<file path="src/rtl/osc_ctrl_pkg.sv">
package osc_ctrl_pkg;
  localparam int TRIM128_W = 5;
  localparam int TRIM16_W  = 6;
  localparam int SEL_W     = 3;
  localparam int MAX_SEL   = 4;
  localparam int CNT_W     = MAX_SEL;

  localparam int POS_XTAL   = 0;
  localparam int POS_LOWPWR = 1;
  localparam int POS_32K    = 2;
  localparam int POS_128K   = 3;
  localparam int POS_SEL    = 4;
  localparam int POS_UNLOCK = 7;
  localparam int POS_T128   = 8;
  localparam int POS_T16    = 16;

  typedef struct packed {
    logic wrBase;
    logic wrTrim;
    logic wrSel;
    logic restartDiv;
  } ctlStrobes_t;
endpackage

</file>
<file path="src/rtl/osc_ctrl_decode.sv">
module osc_ctrl_decode
  import osc_ctrl_pkg::*;
#(
  parameter int ADDR_W = 8
) (
  input  logic              rstSysN,
  input  logic              rstPorN,
  input  logic              regWrEn,
  input  logic [ADDR_W-1:0] regAddr,
  input  logic [SEL_W-1:0]  newSel,
  input  logic [SEL_W-1:0]  curSel,
  input  logic              unlockQ,
  output ctlStrobes_t       stb
);
  logic hit;
  logic selOk;

  always_comb begin
    hit   = regWrEn && (regAddr == '0) && rstSysN && rstPorN;
    selOk = (int'(newSel) <= MAX_SEL);
    stb.wrBase     = hit;
    stb.wrTrim     = hit && unlockQ;
    stb.wrSel      = hit && selOk;
    stb.restartDiv = hit && selOk && (newSel != curSel);
  end
endmodule

</file>
<file path="src/rtl/osc_ctrl_regs.sv">
module osc_ctrl_regs
  import osc_ctrl_pkg::*;
(
  input  logic                 clk,
  input  logic                 rstPorN,
  input  logic                 rstAnyN,
  input  ctlStrobes_t          stb,
  input  logic [31:0]          wrData,
  output logic                 enXtalQ,
  output logic                 lowPwrQ,
  output logic                 en32kQ,
  output logic                 en128kQ,
  output logic [SEL_W-1:0]     selQ,
  output logic                 unlockQ,
  output logic [TRIM128_W-1:0] trim128Q,
  output logic [TRIM16_W-1:0]  trim16Q
);
  // Bits cleared only by power-on / supply fault
  always_ff @(posedge clk or negedge rstPorN) begin
    if (!rstPorN) begin
      en32kQ   <= 1'b0;
      trim128Q <= '1;
      trim16Q  <= '1;
    end else begin
      if (stb.wrBase) en32kQ <= wrData[POS_32K];
      if (stb.wrTrim) begin
        trim128Q <= wrData[POS_T128 +: TRIM128_W];
        trim16Q  <= wrData[POS_T16 +: TRIM16_W];
      end
    end
  end

  // Bits cleared by either reset
  always_ff @(posedge clk or negedge rstAnyN) begin
    if (!rstAnyN) begin
      enXtalQ <= 1'b1;
      lowPwrQ <= 1'b0;
      en128kQ <= 1'b0;
      unlockQ <= 1'b0;
      selQ    <= '0;
    end else begin
      if (stb.wrBase) begin
        enXtalQ <= wrData[POS_XTAL];
        lowPwrQ <= wrData[POS_LOWPWR];
        en128kQ <= wrData[POS_128K];
        unlockQ <= wrData[POS_UNLOCK];
      end
      if (stb.wrSel) selQ <= wrData[POS_SEL +: SEL_W];
    end
  end
endmodule

</file>
<file path="src/rtl/osc_ctrl_prediv.sv">
module osc_ctrl_prediv
  import osc_ctrl_pkg::*;
(
  input  logic             clk,
  input  logic             rstAnyN,
  input  logic             restart,
  input  logic [SEL_W-1:0] sel,
  input  logic             srcTick,
  output logic             rtcTick
);
  logic [CNT_W-1:0] count;
  logic [CNT_W:0]   span;
  logic [CNT_W-1:0] lastIdx;
  logic             atEnd;

  always_comb begin
    span    = (CNT_W+1)'(1) << sel;
    lastIdx = CNT_W'(span - (CNT_W+1)'(1));
    atEnd   = (count == lastIdx);
    rtcTick = srcTick && atEnd;
  end

  always_ff @(posedge clk or negedge rstAnyN) begin
    if (!rstAnyN)     count <= '0;
    else if (restart) count <= '0;
    else if (srcTick) count <= atEnd ? '0 : count + CNT_W'(1);
  end
endmodule

</file>
<file path="src/rtl/osc_ctrl_reg.sv">
module osc_ctrl_reg
  import osc_ctrl_pkg::*;
#(
  parameter int ADDR_W = 8
) (
  input  logic                 clk,
  input  logic                 rstSysN,
  input  logic                 rstPorN,
  input  logic                 regWrEn,
  input  logic [ADDR_W-1:0]    regAddr,
  input  logic [31:0]          regWrData,
  output logic [31:0]          regRdData,
  input  logic                 srcTick,
  output logic                 rtcTick,
  output logic                 enXtal,
  output logic                 xtalLowPwr,
  output logic                 en32k,
  output logic                 en128k,
  output logic [TRIM128_W-1:0] trim128,
  output logic [TRIM16_W-1:0]  trim16
);
  ctlStrobes_t      stb;
  logic             rstAnyN;
  logic [SEL_W-1:0] selQ;
  logic             unlockQ;

  assign rstAnyN = rstSysN & rstPorN;

  osc_ctrl_decode #(.ADDR_W(ADDR_W)) decode_i (
    .rstSysN(rstSysN), .rstPorN(rstPorN), .regWrEn(regWrEn), .regAddr(regAddr),
    .newSel(regWrData[POS_SEL +: SEL_W]), .curSel(selQ), .unlockQ(unlockQ), .stb(stb)
  );

  osc_ctrl_regs regs_i (
    .clk(clk), .rstPorN(rstPorN), .rstAnyN(rstAnyN), .stb(stb), .wrData(regWrData),
    .enXtalQ(enXtal), .lowPwrQ(xtalLowPwr), .en32kQ(en32k), .en128kQ(en128k),
    .selQ(selQ), .unlockQ(unlockQ), .trim128Q(trim128), .trim16Q(trim16)
  );

  osc_ctrl_prediv prediv_i (
    .clk(clk), .rstAnyN(rstAnyN), .restart(stb.restartDiv), .sel(selQ),
    .srcTick(srcTick), .rtcTick(rtcTick)
  );

  always_comb begin
    regRdData = '0;
    if (regAddr == '0) begin
      regRdData[POS_XTAL]               = enXtal;
      regRdData[POS_LOWPWR]             = xtalLowPwr;
      regRdData[POS_32K]                = en32k;
      regRdData[POS_128K]               = en128k;
      regRdData[POS_SEL +: SEL_W]       = selQ;
      regRdData[POS_UNLOCK]             = unlockQ;
      regRdData[POS_T128 +: TRIM128_W]  = trim128;
      regRdData[POS_T16 +: TRIM16_W]    = trim16;
    end
  end
endmodule

</file>
<file path="config.mk">
export PLATFORM = sky130hd
export DESIGN_NAME = osc_ctrl_reg
export DESIGN_NICKNAME = d
export VERILOG_FILES = /design/src/rtl/osc_ctrl_pkg.sv /design/src/rtl/osc_ctrl_decode.sv /design/src/rtl/osc_ctrl_regs.sv /design/src/rtl/osc_ctrl_prediv.sv /design/src/rtl/osc_ctrl_reg.sv
export SDC_FILE = /design/constraint.sdc
export NUM_CORES = 1
export LEC_CHECK = 0
export ABC_AREA = 1
export BUFFER_PORTS_ARGS = -buffer_cell sky130_fd_sc_hd__clkbuf_2
export CAP_MARGIN = 20
export CELL_PAD_IN_SITES_DETAIL_PLACEMENT = 1
export CELL_PAD_IN_SITES_GLOBAL_PLACEMENT = 2
export CORE_ASPECT_RATIO = 0.5
export CORE_MARGIN = 2
export CORE_UTILIZATION = 21
export DETAILED_ROUTE_END_ITERATION = 10
export PLACE_DENSITY = 0.77
export SYNTH_ARGS = -nofsm -noshare
export SYNTH_HDL_FRONTEND = slang
export SYNTH_SLANG_ARGS = --single-unit
</file>
<file path="constraint.sdc">
create_clock -name clk -period 1.9 [get_ports clk]
set_input_delay 0.19 -clock clk [delete_from_list [all_inputs] [get_ports clk]]
set_output_delay 0.19 -clock clk [all_outputs]
set_load 0.02 [all_outputs]
</file>
==> impl_results.md <==
- Placed Instances: 360
- Delay-heaviest family, CP: simple AND/OR/NAND/NOR gates
- Period minus WS final: 1913 ps
- Worst path cell trace: nor2_4 -> nand2_2 -> ha_4 -> inv_2 -> nand2_2 -> nand2_2 -> nor2_1 -> nand3_1 -> nor2_1 -> buf_4
- Seq cells post-synth: 23
- Worst-path fanout max: 3
- CTS root buf: clkbuf_16
- Startpoint types: flip-flop
- Hold-critical path depth: 3
- Largest stage delay, worst path: 410 ps
- H-tree levels: 1
- Nets@finish: between 300 and 400
- Row count: 21
- Post-Syn Area: 0.001483 mm2
- Final period util: 100.7%
- Die ar.: 0.007789 mm2
- Clk_skew: 1.171 ps
- VDD IR max: 323.3 uV
- Area growth, synth to finish: 37.13%
- Max-slew violation count: 0
- Clk_lat worst skew: 260 ps
- Final Setup Violations: 1
- Clock power frac: around a third
- Max Freq: between 500 and 600 MHz
- DR vias: approximately 1500
- Failing checks: negative setup slack
- CP Class: flip-flop to output port
- TritonRoute pass-1 iters: 5
- Placement Cell Area: 0.001899 mm2
- Initial antenna violation count: 0
- Starting Density: 21.96%
- Reg-to-Reg Start: regs_i.selQ[1]$_DFFE_PN0P_
- Hold endpoint: regs_i.trim16Q[3]$_DFFE_PN1P_
- Reg2Reg Depth: 11
- Internal power: between 0.9 and 1 mW
- Most used cell, CP: nand2_2
- Clk sink count: 23
- Synth warn: 0
- Largest net degree at the start of global routing: 23
- Post-DP HPWL: about 3300 um
- Synth Instances: 199
- WP data arrival: 1720 ps
- Die H: ~63 um
- TritonCTS clock tree: yes
- CTS Buf Count: 3
- Routed Antenna Nets: 0
- Leakage Power: 1.183 nW
- Hold Startpoint: regWrData[19]
- Vias per std cell: a little under 4
- Core footprint: 0.006753 mm2
- Cell area power density: 671.4 mW/mm2
- CTS max path bufs: 2
- Sequential power share: between 40 and 50%
- Final hold violation count: 0
- Grt total ovfl: 0
- Overall power: 1.365 mW
- Critical Path Start: regs_i.selQ[1]$_DFFE_PN0P_
- Post-synthesis sequential area ratio: 39.83%
- I/O Pins: 93
- Total negative setup slack: -13.43 ps
- DIE WIDTH: 122.8 um
- WP buf/inv: 2
- Clk slew on worst S/H paths: around 70 ps
- CP Capture Type: output port
- Vias in the first global route: 1522
- Crit. path cell count: 10
- Worst hold path class: input port to flip-flop
- Non-Filler Instances: 366
- Max stage delay cell, worst path: dfrtp_1
- DR iter-0 viols: between 40 and 50
- Total track usage: 11.40%
- # diodes: 0
- Layout cells sized above 1: 43.07%
- Switching Share: 30.47%
- Max-cap violation count: 0
- IO buf count: 66
- Unrepaired setup endpoints after global routing: true
- DRC: 0
- Post-route cell area: between 0.002 and 0.0025 mm2
- First-pass GRT wire length: 7107 um
- Logic pwr share: 21.7%
- Syn_area_per_cell: 7.451 um2
- RePlAce Congestion: 0.7331
- Dpl ws: 124.9 ps
- Worst Path Required: 1710 ps
- Worst Setup Slack, final: -13.43 ps
- Outcome: finished with violations
- Worst r2r dst: prediv_i.count[2]$_DFFE_PN0P_
- FF-to-FF setup slack: 260 ps
- Wire per inst: 11.13 um
- Sw Pwr: 0.4160 mW
- Synth unique cells: 23
- Wirelength, routed: 4072 um
## kinds of logic after synthesis
family                     share of synthesized area (%)
and+or+nand+nor                                    30.30
buffers and inverters                              17.38
DFF                                                39.83
AOI/OAI and AO/OA                                  9.367
xor gates and xnor gates                           1.182
adders and majority gates                          1.687
other                                             0.2529
## worst max-delay path by stage
stage	slack, ps	to
final	-10	rtcTick
after global routing	-160	rtcTick
after CTS	-50	rtcTick
after detailed placement	120	rtcTick
after global placement	150	rtcTick
after floorplan	110	rtcTick
## placed cells by master, fill, tap and decap left out, drive strengths merged
| cell type | count |
|---|---|
| clkbuf | 68 |
| nand2 | 54 |
| inv | 33 |
| nor2 | 31 |
| o21ai | 20 |
| conb | 13 |
| dfstp | 12 |
| dfrtp | 11 |
| nand3 | 10 |
| buf | 9 |
| nand4 | 4 |
| xor2 | 2 |
| dlygate4sd3 | 2 |
| ha | 2 |
| clkinv | 1 |
| nor3 | 1 |
| a21oi | 1 |
## worst reg2reg max path, delay by kind of cell (launching register included)
kind                       cells  cell delay (ps)
and+or+nand+nor                8              670
buffers and inverters          2              190
DFF                            1              410
adders and majority gates      1              280
## synth_stat cells
cell / number / area share, %
inv_2: 1 / 0.25
dfstp_2: 12 / 21
inv_1: 31 / 7.8
nand2_2: 9 / 3.8
conb_1: 1 / 0.25
nand4_1: 4 / 1.7
o21ai_0: 9 / 3.0
buf_2: 2 / 0.68
ha_1: 2 / 1.7
nand3_1: 10 / 3.4
nor3_4: 1 / 1.1
buf_8: 1 / 1.0
nor2_1: 30 / 7.6
o21ai_1: 2 / 0.68
nand2_1: 45 / 11
o21ai_2: 9 / 5.3
nor2_8: 1 / 1.4
buf_4: 13 / 6.6
buf_6: 1 / 0.76
xor2_1: 2 / 1.2
clkinv_1: 1 / 0.25
dfrtp_1: 11 / 19
a21oi_1: 1 / 0.34
## flip-flops by register name (all words and copies together), names as in the netlist
name	cells
regs_i.unlockQ	1
regs_i.lowPwrQ	1
regs_i.trim16Q	6
regs_i.enXtalQ	1
regs_i.en128kQ	1
prediv_i.count	4
regs_i.en32kQ	1
regs_i.selQ	3
regs_i.trim128Q	5
## power by group through the flow
stage	combinational, mW	clock, mW	sequential, mW
after floorplan	0.204	0	0.601
final	0.296	0.474	0.594
after CTS	0.296	0.491	0.596
after detailed placement	0.287	0	0.604
after global routing	0.349	0.516	0.601
after global placement	0.273	0	0.603
## repair_timing
| action | 4_1_cts | 5_1_grt |
|---|---|---|
| endpoints found under the hold margin | 3 | 0 |
| hold buffers | 2 | 0 |
| buffers inserted | 0 | 0 |
| setup endpoints to repair | 1 | 1 |
| resized for setup | 7 | 3 |
| pin swaps | 7 | 4 |
## metal layers
layer	global-route usage (%)	part of all wire, %	up-vias
li1	-	-	726
met1	12.77	42	691
met2	22.17	54	34
met3	2.627	4.0	2
met4	1.724	0.52	0
met5	0	0	-
## metrics by stage
step | hold WS (ps) | utilization, %
5_1_grt | 115.0 | 30.11
3_5_place_dp | 159.2 | 28.13
3_3_place_gp | 149.6 | 28.13
2_1_floorplan | -105.6 | -
6_report | 114.9 | 30.11
4_1_cts | 111.5 | 30.04
## area by class of cell
type	count	area (um2)
clock buffer	3	75.07
clock inverter	1	6.256
fill	851	4720
inverter	33	123.9
multi-input combinational	138	709.4
sequential	23	590.6
tap	92	115.1
timing repair buffer	76	412.9
Note: power is estimated with default switching activity, not from simulation.
